<file path="config.mk">
export PLATFORM = sky130hd
export DESIGN_NAME = prio_irq_ctrl
export DESIGN_NICKNAME = d
export VERILOG_FILES = /design/src/rtl/pic_pkg.sv /design/src/rtl/pic_pending.sv /design/src/rtl/pic_arbiter.sv /design/src/rtl/pic_lifo.sv /design/src/rtl/prio_irq_ctrl.sv
export SDC_FILE = /design/constraint.sdc
export NUM_CORES = 1
export LEC_CHECK = 0
export BUFFER_PORTS_ARGS = -buffer_cell sky130_fd_sc_hd__buf_2
export CORE_UTILIZATION = 47
export DETAILED_ROUTE_END_ITERATION = 12
export SYNTH_ARGS = -nofsm -noshare
export SYNTH_HDL_FRONTEND = slang
export SYNTH_SLANG_ARGS = --single-unit
</file>
<file path="constraint.sdc">
create_clock -name clk -period 51.4 [get_ports clk]
set_input_delay 7.71 -clock clk [delete_from_list [all_inputs] [get_ports clk]]
set_output_delay 7.71 -clock clk [all_outputs]
set_load 0.01 [all_outputs]
</file>
<file path="src/rtl/pic_pkg.sv">
`timescale 1ns/1ps
package pic_pkg;
  localparam int PRI_W = 4;
  localparam int VEC_W = 9;
  typedef logic [PRI_W-1:0] pri_t;
endpackage

</file>
<file path="src/rtl/pic_pending.sv">
`timescale 1ns/1ps
// Captures request levels and keeps the software request bits.
module pic_pending #(
  parameter int NUM_HW = 16,
  parameter int NUM_SW = 8
) (
  input  logic                     clk,
  input  logic                     rst_n,
  input  logic [NUM_HW-1:0]        hw_req,
  input  logic [NUM_SW-1:0]        sw_set,
  input  logic [NUM_SW-1:0]        sw_clr,
  input  logic [NUM_SW-1:0]        sw_ack,
  output logic [NUM_HW+NUM_SW-1:0] pend
);
  logic [NUM_HW-1:0] hw_q;
  logic [NUM_SW-1:0] sw_q;

  for (genvar g = 0; g < NUM_HW; g++) begin : g_hw
    always_ff @(posedge clk) begin
      if (!rst_n) hw_q[g] <= 1'b0;
      else        hw_q[g] <= hw_req[g];
    end
  end

  for (genvar g = 0; g < NUM_SW; g++) begin : g_sw
    always_ff @(posedge clk) begin
      if (!rst_n)                     sw_q[g] <= 1'b0;
      else if (sw_clr[g] || sw_ack[g]) sw_q[g] <= 1'b0;
      else if (sw_set[g])              sw_q[g] <= 1'b1;
    end
  end

  assign pend = {hw_q, sw_q};
endmodule

</file>
<file path="src/rtl/pic_arbiter.sv">
`timescale 1ns/1ps
// Priority registers and registered winner selection.
module pic_arbiter import pic_pkg::*; #(
  parameter int NSRC  = 24,
  parameter int IDX_W = 5
) (
  input  logic             clk,
  input  logic             rst_n,
  input  logic [NSRC-1:0]  pend,
  input  logic [NSRC-1:0]  mask,
  input  logic             cfg_we,
  input  logic [IDX_W-1:0] cfg_sel,
  input  pri_t             cfg_pri,
  output logic             win_valid,
  output pri_t             win_pri,
  output logic [IDX_W-1:0] win_idx
);
  pri_t             prio_q [NSRC];
  pri_t             best_pri;
  logic [IDX_W-1:0] best_idx;
  logic [NSRC-1:0]  live;

  always_ff @(posedge clk) begin
    for (int i = 0; i < NSRC; i++) begin
      if (!rst_n)                                  prio_q[i] <= '0;
      else if (cfg_we && cfg_sel == IDX_W'(i))     prio_q[i] <= cfg_pri;
    end
  end

  assign live = pend & ~mask;

  // Strict compare: earlier index keeps a tie; zero priority never wins.
  always_comb begin
    best_pri = '0;
    best_idx = '0;
    for (int i = 0; i < NSRC; i++) begin
      if (live[i] && prio_q[i] > best_pri) begin
        best_pri = prio_q[i];
        best_idx = IDX_W'(i);
      end
    end
  end

  always_ff @(posedge clk) begin
    if (!rst_n) begin
      win_valid <= 1'b0;
      win_pri   <= '0;
      win_idx   <= '0;
    end else begin
      win_valid <= (best_pri != '0);
      win_pri   <= best_pri;
      win_idx   <= best_idx;
    end
  end
endmodule

</file>
<file path="src/rtl/pic_lifo.sv">
`timescale 1ns/1ps
// Saved-priority stack with sticky misuse flag.
module pic_lifo #(
  parameter int DEPTH = 16,
  parameter int W     = 4,
  parameter int LVL_W = 5
) (
  input  logic             clk,
  input  logic             rst_n,
  input  logic             push,
  input  logic             pop,
  input  logic [W-1:0]     din,
  output logic [W-1:0]     dout,
  output logic             empty,
  output logic [LVL_W-1:0] level,
  output logic             err
);
  localparam int AW = (DEPTH > 1) ? $clog2(DEPTH) : 1;

  logic [W-1:0]     mem [DEPTH];
  logic [LVL_W-1:0] lvl_q;
  logic             full;

  assign full  = (lvl_q == LVL_W'(DEPTH));
  assign empty = (lvl_q == '0);
  assign level = lvl_q;
  assign dout  = mem[AW'(lvl_q - 1'b1)];

  always_ff @(posedge clk) begin
    if (push && !full) mem[AW'(lvl_q)] <= din;
  end

  always_ff @(posedge clk) begin
    if (!rst_n) begin
      lvl_q <= '0;
      err   <= 1'b0;
    end else if (push) begin
      if (full) err   <= 1'b1;
      else      lvl_q <= lvl_q + 1'b1;
    end else if (pop) begin
      if (empty) err   <= 1'b1;
      else       lvl_q <= lvl_q - 1'b1;
    end
  end
endmodule

</file>
<file path="src/rtl/prio_irq_ctrl.sv">
`timescale 1ns/1ps
// Preemptive priority interrupt controller, top level.
module prio_irq_ctrl import pic_pkg::*; #(
  parameter int NUM_HW     = 16,
  parameter int NUM_SW     = 8,
  parameter int LIFO_DEPTH = 16
) (
  input  logic                                clk,
  input  logic                                rst_n,
  input  logic [NUM_HW-1:0]                   hw_req,
  input  logic [NUM_SW-1:0]                   sw_set,
  input  logic [NUM_SW-1:0]                   sw_clr,
  input  logic                                cfg_we,
  input  logic [$clog2(NUM_HW+NUM_SW)-1:0]    cfg_sel,
  input  logic [PRI_W-1:0]                    cfg_pri,
  input  logic                                cpr_we,
  input  logic [PRI_W-1:0]                    cpr_wdata,
  output logic                                irq_valid,
  input  logic                                irq_ready,
  output logic [VEC_W-1:0]                    irq_vec,
  output logic [PRI_W-1:0]                    irq_pri,
  input  logic                                eoi,
  output logic [PRI_W-1:0]                    cur_pri,
  output logic                                lifo_err
);
  localparam int NSRC  = NUM_HW + NUM_SW;
  localparam int IDX_W = $clog2(NSRC);
  localparam int LVL_W = $clog2(LIFO_DEPTH + 1);

  logic [NSRC-1:0]   pend;
  logic [NSRC-1:0]   clr_mask;
  logic [NUM_SW-1:0] sw_ack;
  logic              win_valid;
  pri_t              win_pri;
  logic [IDX_W-1:0]  win_idx;
  logic              hs, push, pop;
  pri_t              cpr_n, lifo_top;
  logic              lifo_empty;
  logic [LVL_W-1:0]  lifo_lvl;

  assign hs = irq_valid && irq_ready;

  always_comb begin
    for (int i = 0; i < NUM_SW; i++) sw_ack[i] = hs && (irq_vec == VEC_W'(i));
  end
  assign clr_mask = {{NUM_HW{1'b0}}, sw_ack};

  pic_pending #(.NUM_HW(NUM_HW), .NUM_SW(NUM_SW)) u_pend (
    .clk(clk), .rst_n(rst_n), .hw_req(hw_req), .sw_set(sw_set),
    .sw_clr(sw_clr), .sw_ack(sw_ack), .pend(pend)
  );

  pic_arbiter #(.NSRC(NSRC), .IDX_W(IDX_W)) u_arb (
    .clk(clk), .rst_n(rst_n), .pend(pend), .mask(clr_mask),
    .cfg_we(cfg_we), .cfg_sel(cfg_sel), .cfg_pri(cfg_pri),
    .win_valid(win_valid), .win_pri(win_pri), .win_idx(win_idx)
  );

  pic_lifo #(.DEPTH(LIFO_DEPTH), .W(PRI_W), .LVL_W(LVL_W)) u_lifo (
    .clk(clk), .rst_n(rst_n), .push(push), .pop(pop), .din(cur_pri),
    .dout(lifo_top), .empty(lifo_empty), .level(lifo_lvl), .err(lifo_err)
  );

  // Running priority: transfer, then end-of-interrupt, then direct write.
  always_comb begin
    cpr_n = cur_pri;
    push  = 1'b0;
    pop   = 1'b0;
    if (hs) begin
      push  = 1'b1;
      cpr_n = irq_pri;
    end else if (eoi) begin
      pop = 1'b1;
      if (!lifo_empty) cpr_n = lifo_top;
    end else if (cpr_we) begin
      cpr_n = cpr_wdata;
    end
  end

  always_ff @(posedge clk) begin
    if (!rst_n) cur_pri <= '0;
    else        cur_pri <= cpr_n;
  end

  // Offer stage compares against the running priority it will coexist with.
  always_ff @(posedge clk) begin
    if (!rst_n) begin
      irq_valid <= 1'b0;
      irq_vec   <= '0;
      irq_pri   <= '0;
    end else begin
      irq_valid <= win_valid && (win_pri > cpr_n);
      irq_vec   <= VEC_W'(win_idx);
      irq_pri   <= win_pri;
    end
  end
endmodule

</file>
### Word-level counts from Yosys, hierarchy flattened

Memory sizes are Yosys's and may differ from the RTL's.
Index checks and enable logic that the tools add are counted.

* register bits after elaboration: 58
* bits in latches: 0
* memory bits (writable): 160
* memory bits (read-only): 0
* input bits: 51
* output and inout bits: 19
* word-level logic and storage cells: 371
* memories: 2

Memories
* u_arb.prio_q: depth 24, width 4, read ports 24, clocked after memory_dff 0, wr ports 24, RTL line pic_arbiter.sv:18 `pri_t prio_q [NSRC];`
* u_lifo.mem: depth 16, width 4, read ports 1, clocked after memory_dff 0, wr ports 1, RTL line pic_lifo.sv:20 `logic [W-1:0] mem [DEPTH];`

* add/subtract/negate cells: 2
* multiply operators: 0
* divide/modulo/power cells: 0
* order comparisons: 25
* eq/ne operators: 34
* shift-type cells: 0
* muxes and demuxes: 161
* bitwise operators: 27
* reduce and logical (&&, ||, !) cells: 85

Operators by type and width (count)
* $mux 4: 60
* $gt 4x4->1: 24
* $mux 1: 83
* $mux 5: 12
* $logic_and 1x1->1: 59
* $eq 5x5->1 const B: 9
* $eq 5x4->1 const B: 8
* $eq 9x3->1 const B: 4
* $and 24x24->24: 1
* $not 8->24: 1
* $or 1x1->1: 24
* $eq 5x3->1 const B: 4
* $eq 9x2->1 const B: 2
* $reduce_or 2->1: 8
* $mux 3: 4
* $eq 5x2->1 const B: 2
* $logic_not 5->1: 2
* $eq 9x1->1 const B: 1
* $logic_not 9->1: 1
* $reduce_or 9->1: 1
* $logic_or 1x1->1: 8
* $reduce_and 3->1: 2
* $add 5x1->5 const B: 1
* $eq 5x1->1 const B: 1
* 9 further kinds: 12

### Logic depth before layout (Yosys ltp)

Gate-level depths: netlist (run 1).

* word-level depth: 76
* depth in mapped cells: 216
* depth with buffers taken out: 211

### By module

A second synthesis (run 1) with hierarchy kept.

* cell total of the unflattened synthesis: 1417
* area total of the unflattened synthesis: 14217.4 µm²

Modules (own cells, without submodules)
* pic_arbiter: instances 1, cells each 1065, area an instance 9656.8 µm², sequential area each 3083.0 µm²
* pic_lifo: instances 1, cells each 212, area an instance 3025.4 µm², sequential area each 2042.0 µm²
* pic_pending: instances 1, cells each 58, area an instance 769.5 µm², sequential area each 480.5 µm²
* prio_irq_ctrl: instances 1, cells each 82, area an instance 765.7 µm², sequential area each 280.3 µm²

### Worst setup path before layout (run 1)

No wires, ideal clock.

* kind: input-to-reg
* from: in irq_ready
* to: reg u_arb.win_valid
* library setup time: 0.140 ns
* data arrival time: 41.748 ns
* data required time: 51.260 ns
* setup slack: 9.511 ns
* cell stages on the path: 186
* path buffers: 5
* cells stage by stage: and4bb_4 -> a21boi_2 -> nand2_1 -> ha_1 -> nand2_1 -> o21ai_1 -> nand4_1 -> mux2i_1 -> ha_1 -> a21oi_1 -> nor3b_1 -> o21ai_0 -> o22a_1 -> a31o_2 -> a41oi_1 -> mux2i_1 -> inv_1 -> ha_1 -> [... 150 more ...] -> ha_1 -> a21o_1 -> nand2_1 -> a32oi_1 -> and3_1 -> a31o_1 -> a21oi_1 -> and2_4 -> buf_6 -> mux2i_1 -> ha_1 -> o21a_1 -> o21a_1 -> o211ai_1 -> clkbuf_1 -> nand4_1 -> o311ai_2 -> a41oi_1

* word-level cells in the longest chain between the ends: 76
* elaborated cells on any way between the ends: 83
* those cells by class: 23 x order compare; 24 x mux; 2 x bitwise; 34 x reduce/logical

Ends and longest elaborated chain
* start, declared: RTL line prio_irq_ctrl.sv:19 `input logic irq_ready,`
* $logic_and 1x1->1 *: RTL line prio_irq_ctrl.sv:41 `assign hs = irq_valid && irq_ready;`
* $logic_and 1x1->1: RTL line prio_irq_ctrl.sv:44 `for (int i = 0; i < NUM_SW; i++) sw_ack[i] = hs && (irq_vec == VEC_W'(i));`
* $not 8->24 *: RTL line pic_arbiter.sv:30 `assign live = pend & ~mask;`
* $and 24x24->24 *: RTL line pic_arbiter.sv:30
* $logic_and 1x1->1: RTL line pic_arbiter.sv:37 `if (live[i] && prio_q[i] > best_pri) begin`
* $mux 4: RTL line pic_arbiter.sv:37
* $gt 4x4->1: RTL line pic_arbiter.sv:37
* $logic_and 1x1->1: RTL line pic_arbiter.sv:37
* [... 60 more ...]
* $mux 4 *: RTL line pic_arbiter.sv:37
* $gt 4x4->1: RTL line pic_arbiter.sv:37
* $logic_and 1x1->1: RTL line pic_arbiter.sv:37
* $mux 4 *: RTL line pic_arbiter.sv:37
* $gt 4x4->1: RTL line pic_arbiter.sv:37
* $logic_and 1x1->1: RTL line pic_arbiter.sv:37
* $mux 4 *: RTL line pic_arbiter.sv:37
* $reduce_bool 4->1 *: RTL line pic_arbiter.sv:50 `win_valid <= (best_pri != '0);`
* end signal, assigned: RTL line pic_arbiter.sv:50
* end, declared: RTL line pic_arbiter.sv:14 `output logic win_valid,`

Mark *: on every way between the ends. The rest lies on a longest branch, timed or not.
A chain may end at the register's enable or synchronous reset.

### Worst setup path in the final report (run 1)

Ends and elaborated chain as after synthesis.

==> metrics.md, run 1 <==
| Metric | Value |
|---|---|
| Tightest Pin Transition | `945 ps` |
| Register clock-pin slew on the reported worst setup and hold paths | `60 ps` |
| Largest net degree at the start of global routing | `55` |
| Initial Util | `48.2%` |
| CP endpoint kind | `register` |
| Most frequent cells in the layout | `edfxtp_1, and2_1, nor2_1` |
| Ports | `70` |
| Vias/cell | `5.57` |
| Yosys warns | `0` |
| Number of global-route vias before repair | `9644` |
| CP max-delay cell | `o211ai_1` |
| Slew Limit Fails | `0` |
| Hold buffer count at cts | `0` |
| Initial antenna violation count | `0` |
| Average wire per standard cell | `17.8 µm` |
| Async SR Flop Fraction | `0%` |
| Maximum fanout along the worst path | `12` |
| Die area | `29400 µm²` |
| Post-CTS Setup Bufs | `0` |
| Dpl ws | `4620 ps` |
| Setup WS post-layout | `4990 ps` |
| Vias | `9928` |
| Router iterations before antenna repair | `4` |
| Most common cell after layout, fill and taps aside | `edfxtp_1` |
| First-pass GRT wire length | `51.0 mm` |
| Detail Route Antenna Nets | `0` |
| Total gr overflow | `0` |
| Post-layout nets | `1518` |
| Filler instances | `2530` |
| Area growth from synthesis to layout | `10.8%` |
| Bufs on Longest Clock Path | `3` |
| Hold_ws | `431 ps` |
| Drt total wl | `31.7 mm` |
| Final Hold Vio Count | `0` |
| CTS sink count | `214` |
| Core Footprint | `28000 µm²` |
| Initial DRC count | `761` |
| Synthesized cell area | `13500 µm²` |
| PwrDens | `51.8 nW/µm²` |
| Maximum vdd drop | `0.0277 mV` |
| Unrepaired setup endpoints after global routing | `false` |
| Die X | `171 µm` |
| Setup violations, final | `0` |
| Cells after Synth | `1331` |
| Ant diodes | `0` |
| Sum of negative setup slack | `0 ps` |
| Worst Path Required | `51780 ps` |
| Setup Skew | `9.00 ps` |
| Worst min path class | `register to register` |
| Clk_lat worst skew | `530 ps` |
| Critical Path AT | `46790 ps` |
| GP Congestion | `0.827` |
| DPL Wire Length | `23.4 mm` |
| DR DRC count | `0` |
| Total track usage | `22.0%` |
| Clock Tree Root | `clkbuf_16` |
| Number of max-cap violations | `0` |
| Yosys cell types | `99` |
| Post-synthesis sequential area ratio | `43.6%` |
| CTS tree | `yes` |
| Port bufs | `65` |
| Share of cells above drive strength 1 | `14.4%` |
| Post-CTS sizing | `0` |
| Fin crit share | `90.3%` |
| Critical Path Source Type | `primary input` |
| Cell row count | `61` |
| Avg Cell Area, Syn | `10.1 µm²` |
| Die extent in y | `171 µm` |
| CP most frequent cell | `ha_1` |
| Max-slew headroom | `36.7%` |
| Max Clk Rate | `21.5 MHz` |
| Status | `completed` |
| Tmin final | `46410 ps` |
| Post-synth EDFFs | `160` |
| Ys flop type | `edfxtp_1` |
| Static Leak | `0.00596 µW` |
| CTS Buf Count | `25` |
| CP max stage delay | `650 ps` |
| Kind of critical path | `primary input to register` |
| H-tree Lvls | `1` |
| #FFs+latches synth | `214` |
==> layer usage <==
layer	wire length, µm	track usage [%]
met5	0	0
met4	509	4.58
met3	1190	2.44
met2	14200	35.4
met1	15800	32.1
==> state kept, by name, indices dropped and copies added, names as in the netlist <==
register and flops:
cur_pri 4, irq_pri 4, irq_valid 1, irq_vec 5, u_arb.prio_q 96, u_arb.win_idx 5
u_arb.win_pri 4, u_arb.win_valid 1, u_lifo.err 1, u_lifo.level 5, u_lifo.mem 64, u_pend.pend 24
==> worst paths after layout <==
check                           slack, ps         endpoint              from  cells after the start
worst min register to register        430       irq_vec[4]  u_arb.win_idx[4]                      1
worst max register to register      11890  u_arb.win_valid        irq_vec[4]                    183
worst min-delay path                  430       irq_vec[4]  u_arb.win_idx[4]                      1
worst max-delay path                 4990  u_arb.win_valid         irq_ready                    184
==> synthesized netlist by cell type (5+ instances only) <==
master    instances  area (µm²)
nor2b_1          15        93.8
xnor2_1          12         105
or3_1             5        31.3
mux4_2           20         450
a21oi_1          54         270
buf_4             5        37.5
o21a_1           27         203
and3_1           32         200
nand3b_1          5        37.5
dfxtp_1          54        1080
inv_1           106         398
xor2_1            7        61.3
nand4_1          15        93.8
o31a_1            5        43.8
a31oi_1          16         100
nor2_1          114         428
nor3b_1           6        45.0
nand2b_1         16         100
mux2_2           25         282
a211oi_1          7        52.6
and2_1          125         782
o31ai_1           6        45.0
nor3_1           18        90.1
o21ai_0          87         435
o211ai_1         11        82.6
nand2_1          70         263
edfxtp_1        160        4800
a21o_1           21         158
clkbuf_1         33         124
mux2i_1          15         150
nor4_1            7        43.8
nand3_1          30         150
o21ai_1           6        30.0
ha_1             80        1000
or2_2            10        62.6
==> worst max-delay path, delay by kind of cell <==
family          cells  cell delay, ps
compound gates     78           16890
fa+ha+maj          24            6690
buf+inv            17            1430
mux                16            5360
simple gates       49            8710
==> per-stage QoR <==
| step | instance area [µm²] | total power (µW) | utilization (%) | instances |
|---|---|---|---|---|
| global route | 14900 | 835 | 53.3 | 1783 |
| finish | 14900 | 773 | 53.3 | 1783 |
| floorplan | 13500 | 516 | - | 1334 |
| detailed placement | 14100 | 600 | 50.4 | 1738 |
| CTS | 14900 | 778 | 53.3 | 1783 |
| global placement | 14100 | 594 | 50.4 | 1738 |
==> where the power goes <==
group,total (µW),leakage [µW],switching [µW],internal (µW)
logic,373,0.00362,213,160
clock network,174,0.000393,73.2,101
registers,226,0.00195,18.9,207
==> area by class of cell <==
type / instances / area (µm²) / area share (%)
clock buffers: 30 / 686 / 4.59
clock inverters: 15 / 126 / 0.846
inverters: 106 / 398 / 2.66
multi-input cells: 972 / 7020 / 47.0
flip-flops and latches: 214 / 5890 / 39.4
well taps: 378 / 473 / 3.17
repair buffers: 68 / 348 / 2.33
==> logic make-up (layout without fill, tap and decap cells) <==
family / Yosys count / count (layout) / synth area share (%)
compound gates: 318 / 318 / 17.1
other cells: 1 / 4 / 0.0278
flops: 214 / 214 / 43.6
simple gates: 488 / 488 / 19.4
fa+ha+maj: 81 / 81 / 7.49
mux: 62 / 62 / 6.75
buf+inv: 148 / 219 / 4.38
xor+xnor: 19 / 19 / 1.23
(Power assumes the default switching activity.)
==> run 2, diff against run 1 <==
--- a/config.mk
+++ b/config.mk
@@ -6,8 +6,9 @@
 export NUM_CORES = 1
 export LEC_CHECK = 0
 export BUFFER_PORTS_ARGS = -buffer_cell sky130_fd_sc_hd__buf_2
-export CORE_UTILIZATION = 47
+export CORE_UTILIZATION = 55
 export DETAILED_ROUTE_END_ITERATION = 12
+export PLACE_DENSITY = 0.73
 export SYNTH_ARGS = -nofsm -noshare
 export SYNTH_HDL_FRONTEND = slang
 export SYNTH_SLANG_ARGS = --single-unit
==> run 2 against run 1 <==
Worst setup slack gained 61 ps. Critical endpoint unchanged. Sequential cell count is the same. Cell count shrank 3.4%. Largest cell class unchanged. Largest power group unchanged. Maximum frequency grew 0.13%. Utilization grew 9.1 points. Cell area shrank 0.72%.
==> metrics.md, run 2 (synthesized netlist as in run 1, its figures left out) <==
| Metric | Value |
|---|---|
| Status | `completed` |
| Initial DRC count | `598 (-21%)` |
| Cell count after placement | `1679 (-3.4%)` |
| Multi-input logic area | `7020 µm² (unchanged)` |
| Sequential cell area | `5890 µm² (unchanged)` |
| Average wire per standard cell | `17.5 µm (-1.6%)` |
| Reg2reg start | `irq_vec[4]` |
| Area growth from synthesis to layout | `9.96%` |
| Maximum fanout along the worst path | `12 (unchanged)` |
| Post-layout util | `62.4% (+9.1 points)` |
| Initial antenna violation count | `1 (+1)` |
| Detail Route Antenna Nets | `0 (unchanged)` |
| Clock Tree Root | `clkbuf_16` |
| Ports | `70 (unchanged)` |
| CTS tree | `yes` |
| Register clock-pin slew on the reported worst setup and hold paths | `60 ps (about the same)` |
| Most common cell after layout, fill and taps aside | `edfxtp_1` |
| First-pass GRT wire length | `48.6 mm (-4.7%)` |
| GP Congestion | `0.879 (+6.3%)` |
| Final instance area | `14800 µm² (-0.72%)` |
| Hold buffer count at cts | `0 (unchanged)` |
| Kind of critical path | `primary input to register` |
| Max-slew headroom | `37.3% (+0.57 points)` |
| Post-layout nets | `1517 (-0.066%)` |
| Number of max-cap violations | `0 (unchanged)` |
| CP max-delay cell | `o211ai_1` |
| Total gr overflow | `0 (unchanged)` |
| Tmin final | `46350 ps (-60.8 ps)` |
| PwrDens | `51.3 nW/µm² (-0.91%)` |
| CP startpoint | `irq_ready` |
| Total track usage | `24.5% (+2.5 points)` |
| Worst min path class | `register to register` |
| CP endpoint kind | `register` |
| Vias/cell | `5.83 (+4.6%)` |
| Final Hold Vio Count | `0 (unchanged)` |
| DPL Wire Length | `22.4 mm (-4.3%)` |
| Slew Limit Fails | `0 (unchanged)` |
| Final cell count without fillers | `1723 (-3.4%)` |
| Post-CTS sizing | `0 (unchanged)` |
| Die extent in y | `159 µm (-7.5%)` |
| Hold_ws | `447 ps (+15.6 ps)` |
| CTS Buf Count | `24 (-4.0%)` |
| Setup violations, final | `0 (unchanged)` |
| Min-delay src | `u_arb.win_pri[0]` |
| Die X | `159 µm (-7.5%)` |
| Critical Path AT | `46730 ps (-60 ps)` |
| DR DRC count | `0 (unchanged)` |
| Filler instances | `1910 (-25%)` |
| Unrepaired setup endpoints after global routing | `false` |
| Drt total wl | `30.1 mm (-4.9%)` |
| Worst Path Required | `51780 ps (about the same)` |
| CP most frequent cell | `ha_1` |
| Tightest Pin Transition | `937 ps (-8.47 ps)` |
| Clk_lat worst skew | `520 ps (about the same)` |
| Bufs on Longest Clock Path | `3 (unchanged)` |
| Router iterations before antenna repair | `5 (+1)` |
| Most frequent cells in the layout | `edfxtp_1, and2_1, nor2_1` |
| CTS sink count | `214 (unchanged)` |
| Largest register FFs | `96 (unchanged)` |
| H-tree Lvls | `1 (unchanged)` |
| Vias | `10.0k (+1.1%)` |
| Maximum vdd drop | `0.0341 mV (+23%)` |
| Share of cells above drive strength 1 | `14.3% (-0.19 points)` |
| Biggest register | `u_arb.prio_q` |
| Setup Skew | `10.6 ps (+1.57 ps)` |
| Critical Path Source Type | `primary input` |
| Post-CTS Setup Bufs | `0 (unchanged)` |
| Fin crit share | `90.2% (-0.12 points)` |
| Largest net degree at the start of global routing | `55 (unchanged)` |
| Static Leak | `0.00595 µW (-0.10%)` |
| Port bufs | `65 (unchanged)` |
| Number of global-route vias before repair | `9758 (+1.2%)` |
| Die area | `25200 µm² (-14%)` |
| Core Footprint | `23800 µm² (-15%)` |
| DP Area | `14100 µm² (-0.52%)` |
| Max Clk Rate | `21.6 MHz (+0.13%)` |
| Sum of negative setup slack | `0 ps (unchanged)` |
| Cell row count | `56 (-8.2%)` |
| CP max stage delay | `660 ps (about the same)` |
| Initial Util | `56.8% (+8.6 points)` |
-- run 2: cell types whose count changed in the layout (fill, tap and decap cells not counted), sizes merged --
cell,previous run,this run
clkinvlp,4,0
clkinv,8,7
clkbuf,30,32
inv,108,110
diode,0,1
bufinv,1,0
-- run 2: final timing paths --
check                                  endpoint  slack (ps)  depth (start not counted)
worst max-delay path            u_arb.win_valid        5050                        184
worst min-delay path                 irq_pri[0]         450                          2
worst max register to register  u_arb.win_valid       11980                        183
worst min register to register       irq_pri[0]         450                          2
-- run 2: cell type report --
type                    instances  share of cell area [%]
clock buffers                  32                    4.70
clock inverters                11                   0.531
multi-input cells             972                    47.4
inverters                     106                    2.68
repair buffers                 68                    2.35
diodes                          1                  0.0169
flip-flops and latches        214                    39.7
well taps                     319                    2.69
-- run 2: power by group --
group	internal, µW	total [µW]	switching, µW	leakage, µW
registers	207	225	18.2	0.00195
clock network	96.2	166	69.6	0.000387
logic	159	369	210	0.00362
total	463	761	298	0.00595
-- run 2: worst max-delay path: cells and delay by family --
kind                     cells  cell delay (ps)
AND/OR/NAND/NOR             49             8580
adder cells (fa/ha/maj)     24             6640
multiplexers                16             5350
buffers and inverters       17             1430
AO/OA/AOI/OAI               78            17030
-- run 2: per-layer routing --
layer,up-vias,share of wire (%),track usage (%)
met3,50,4.4,2.80
met2,249,47,41.2
met1,4737,47,33.6
li1,5004,-,-
met4,0,2.2,6.59
met5,-,0,0
-- run 2: metrics by stage --
step	total power, µW	setup WS, ps
global route	819	1530
floorplan	516	9510
global placement	588	5440
detailed placement	596	4860
finish	761	5050
CTS	764	5250
==> run 3, diff against run 2 <==
==> constraint.sdc (replaced) <==
create_clock -name clk -period 50.2 [get_ports clk]
set_input_delay 7.53 -clock clk [delete_from_list [all_inputs] [get_ports clk]]
set_output_delay 7.53 -clock clk [all_outputs]
set_load 0.01 [all_outputs]
==> run 3 against run 2 <==
Power up 3.8%. Clock power is 5% higher. Critical path type unchanged. Clock skew up 6.9 ps. Critical endpoint unchanged.
==> metrics.md, run 3 (synthesized netlist as in run 1, its figures left out) <==
| Metric | Value |
|---|---|
| Status | `completed` |
| Die X | `159 µm (unchanged)` |
| Sum of negative setup slack | `0 ps (unchanged)` |
| PwrDens | `53.1 nW/µm² (+3.6%)` |
| Router iterations before antenna repair | `5 (unchanged)` |
| Largest register FFs | `96 (unchanged)` |
| Total gr overflow | `0 (unchanged)` |
| Setup violations, final | `0 (unchanged)` |
| Setup Skew | `17.5 ps (+6.92 ps)` |
| CP max-delay cell | `o211ai_1` |
| Vias/cell | `5.89 (+1.1%)` |
| Critical Path Source Type | `primary input` |
| Number of max-cap violations | `0 (unchanged)` |
| Biggest register | `u_arb.prio_q` |
| Unrepaired setup endpoints after global routing | `false` |
| CTS tree | `yes` |
| Post-CTS sizing | `0 (unchanged)` |
| Die area | `25200 µm² (unchanged)` |
| Slew Limit Fails | `0 (unchanged)` |
| Hold buffer count at cts | `0 (unchanged)` |
| Total track usage | `25.0% (+0.41 points)` |
| Average wire per standard cell | `17.8 µm (+1.9%)` |
| Worst Path Required | `50590 ps (-1190 ps)` |
| Post-CTS Setup Bufs | `0 (unchanged)` |
| Die extent in y | `159 µm (unchanged)` |
| Final Hold Vio Count | `0 (unchanged)` |
| Register clock-pin slew on the reported worst setup and hold paths | `60 ps (about the same)` |
| Ports | `70 (unchanged)` |
| Drt total wl | `30.7 mm (+1.8%)` |
| Fin crit share | `91.7%` |
| Area growth from synthesis to layout | `10.1%` |
| Total power | `789 µW (+3.8%)` |
| Core Footprint | `23800 µm² (unchanged)` |
| CTS sink count | `214 (unchanged)` |
| Maximum fanout along the worst path | `12 (unchanged)` |
| First-pass GRT wire length | `49.2 mm (+1.4%)` |
| Worst Hold Endpoint | `irq_pri[0]` |
| CP max stage delay | `640 ps (-20 ps)` |
| Share of cells above drive strength 1 | `14.4% (+0.14 points)` |
| Initial antenna violation count | `0 (-1)` |
| Reg2reg start | `irq_vec[4]` |
| Clock Tree Root | `clkbuf_16` |
| Port bufs | `65 (unchanged)` |
| DPL Wire Length | `22.6 mm (+1.1%)` |
| Worst reg2reg path depth | `183 (unchanged)` |
| Number of global-route vias before repair | `9805 (+0.48%)` |
| Tightest Pin Transition | `952 ps (+15.1 ps)` |
| Most common cell after layout, fill and taps aside | `edfxtp_1` |
| Kind of critical path | `primary input to register` |
| CTS Buf Count | `24 (unchanged)` |
| Cell row count | `56 (unchanged)` |
| Ant diodes | `0 (-1)` |
| Reg-to-reg endpoint | `u_arb.win_valid` |
| Static Leak | `0.00596 µW (+0.13%)` |
| Worst min path class | `register to register` |
| H-tree Lvls | `1 (unchanged)` |
| R2R Setup Slk | `10910 ps (-1070 ps)` |
| Post-layout nets | `1517 (unchanged)` |
| Tmin final | `46040 ps` |
| CP most frequent cell | `ha_1` |
| Min-delay src | `u_arb.win_pri[0]` |
| Critical Path AT | `46420 ps (-310 ps)` |
| Worst Hold Depth | `2 (unchanged)` |
| Detail Route Antenna Nets | `0 (unchanged)` |
| Largest net degree at the start of global routing | `55 (unchanged)` |
| Bufs on Longest Clock Path | `3 (unchanged)` |
| Max Clk Rate | `21.7 MHz` |
| Vias | `10.1k (+1.0%)` |
| Initial Util | `56.8% (unchanged)` |
| DR DRC count | `0 (unchanged)` |
| Max-slew headroom | `36.3% (-1.0 points)` |
| Most frequent cells in the layout | `edfxtp_1, and2_1, nor2_1` |
| Maximum vdd drop | `0.0332 mV (-2.7%)` |
| Initial DRC count | `830 (+39%)` |
| Clk_lat worst skew | `520 ps (about the same)` |
| GP Congestion | `0.881 (+0.22%)` |
| Filler instances | `1911 (+0.052%)` |
| CP endpoint kind | `register` |
[run 3: cell count changes in the layout (fill, tap and decap cells not counted), sizes merged]
| cell | change |
|---|---|
| bufinv | +1 |
| inv | -2 |
| diode | -1 |
| clkinv | +5 |
| clkinvlp | +1 |
| clkbuf | -5 |
[run 3: through the flow]
stage | area, µm² | hold slack, ps | util, % | worst slack, ps | instances
2_1_floorplan | 13500 | 412 | - | 8490 | 1334
6_report | 14900 | 450 | 62.5 | 4160 | 1722
5_1_grt | 14900 | 466 | 62.5 | 664 | 1722
4_1_cts | 14900 | 452 | 62.5 | 4360 | 1722
3_3_place_gp | 14100 | 420 | 59.2 | 4880 | 1679
3_5_place_dp | 14100 | 443 | 59.2 | 4080 | 1679
[run 3: worst max-delay path, delay by kind of cell]
family / cells / cell delay, ps
adders and majority gates: 24 / 6530
muxes: 16 / 5350
AOI/OAI and AO/OA: 82 / 17600
and+or+nand+nor: 45 / 7980
buffers and inverters: 17 / 1390
[run 3: metal layers]
layer  part of all wire, %  global-route usage [%]  vias to the layer above
li1                      -                       -                     4997
met1                    46                    33.5                     4797
met2                    46                    41.9                      299
met3                   6.0                    3.73                       51
met4                   2.3                    6.73                        0
met5                     0                       0                        -
[run 3: worst max path at each step]
| stage | start | end |
|---|---|---|
| after floorplan | irq_ready | u_arb.win_valid |
| after global placement | irq_ready | u_arb.win_valid |
| after detailed placement | irq_ready | u_arb.win_valid |
| after CTS | irq_ready | u_arb.win_valid |
| after global routing | irq_ready | u_arb.win_valid |
| final | irq_ready | u_arb.win_valid |
[run 3: final cells by class]
cell class	count	area, µm²	share of cell area [%]
clock buffer	27	664	4.47
clock inverter	16	134	0.901
inverter	106	398	2.68
multi-input combinational	972	7020	47.3
sequential	214	5890	39.6
tap	319	399	2.69
timing repair buffer	68	348	2.34
[run 3: where the power goes]
part           switching (µW)  internal (µW)
clock network            73.6            101
registers                18.6            212
logic                     220            164
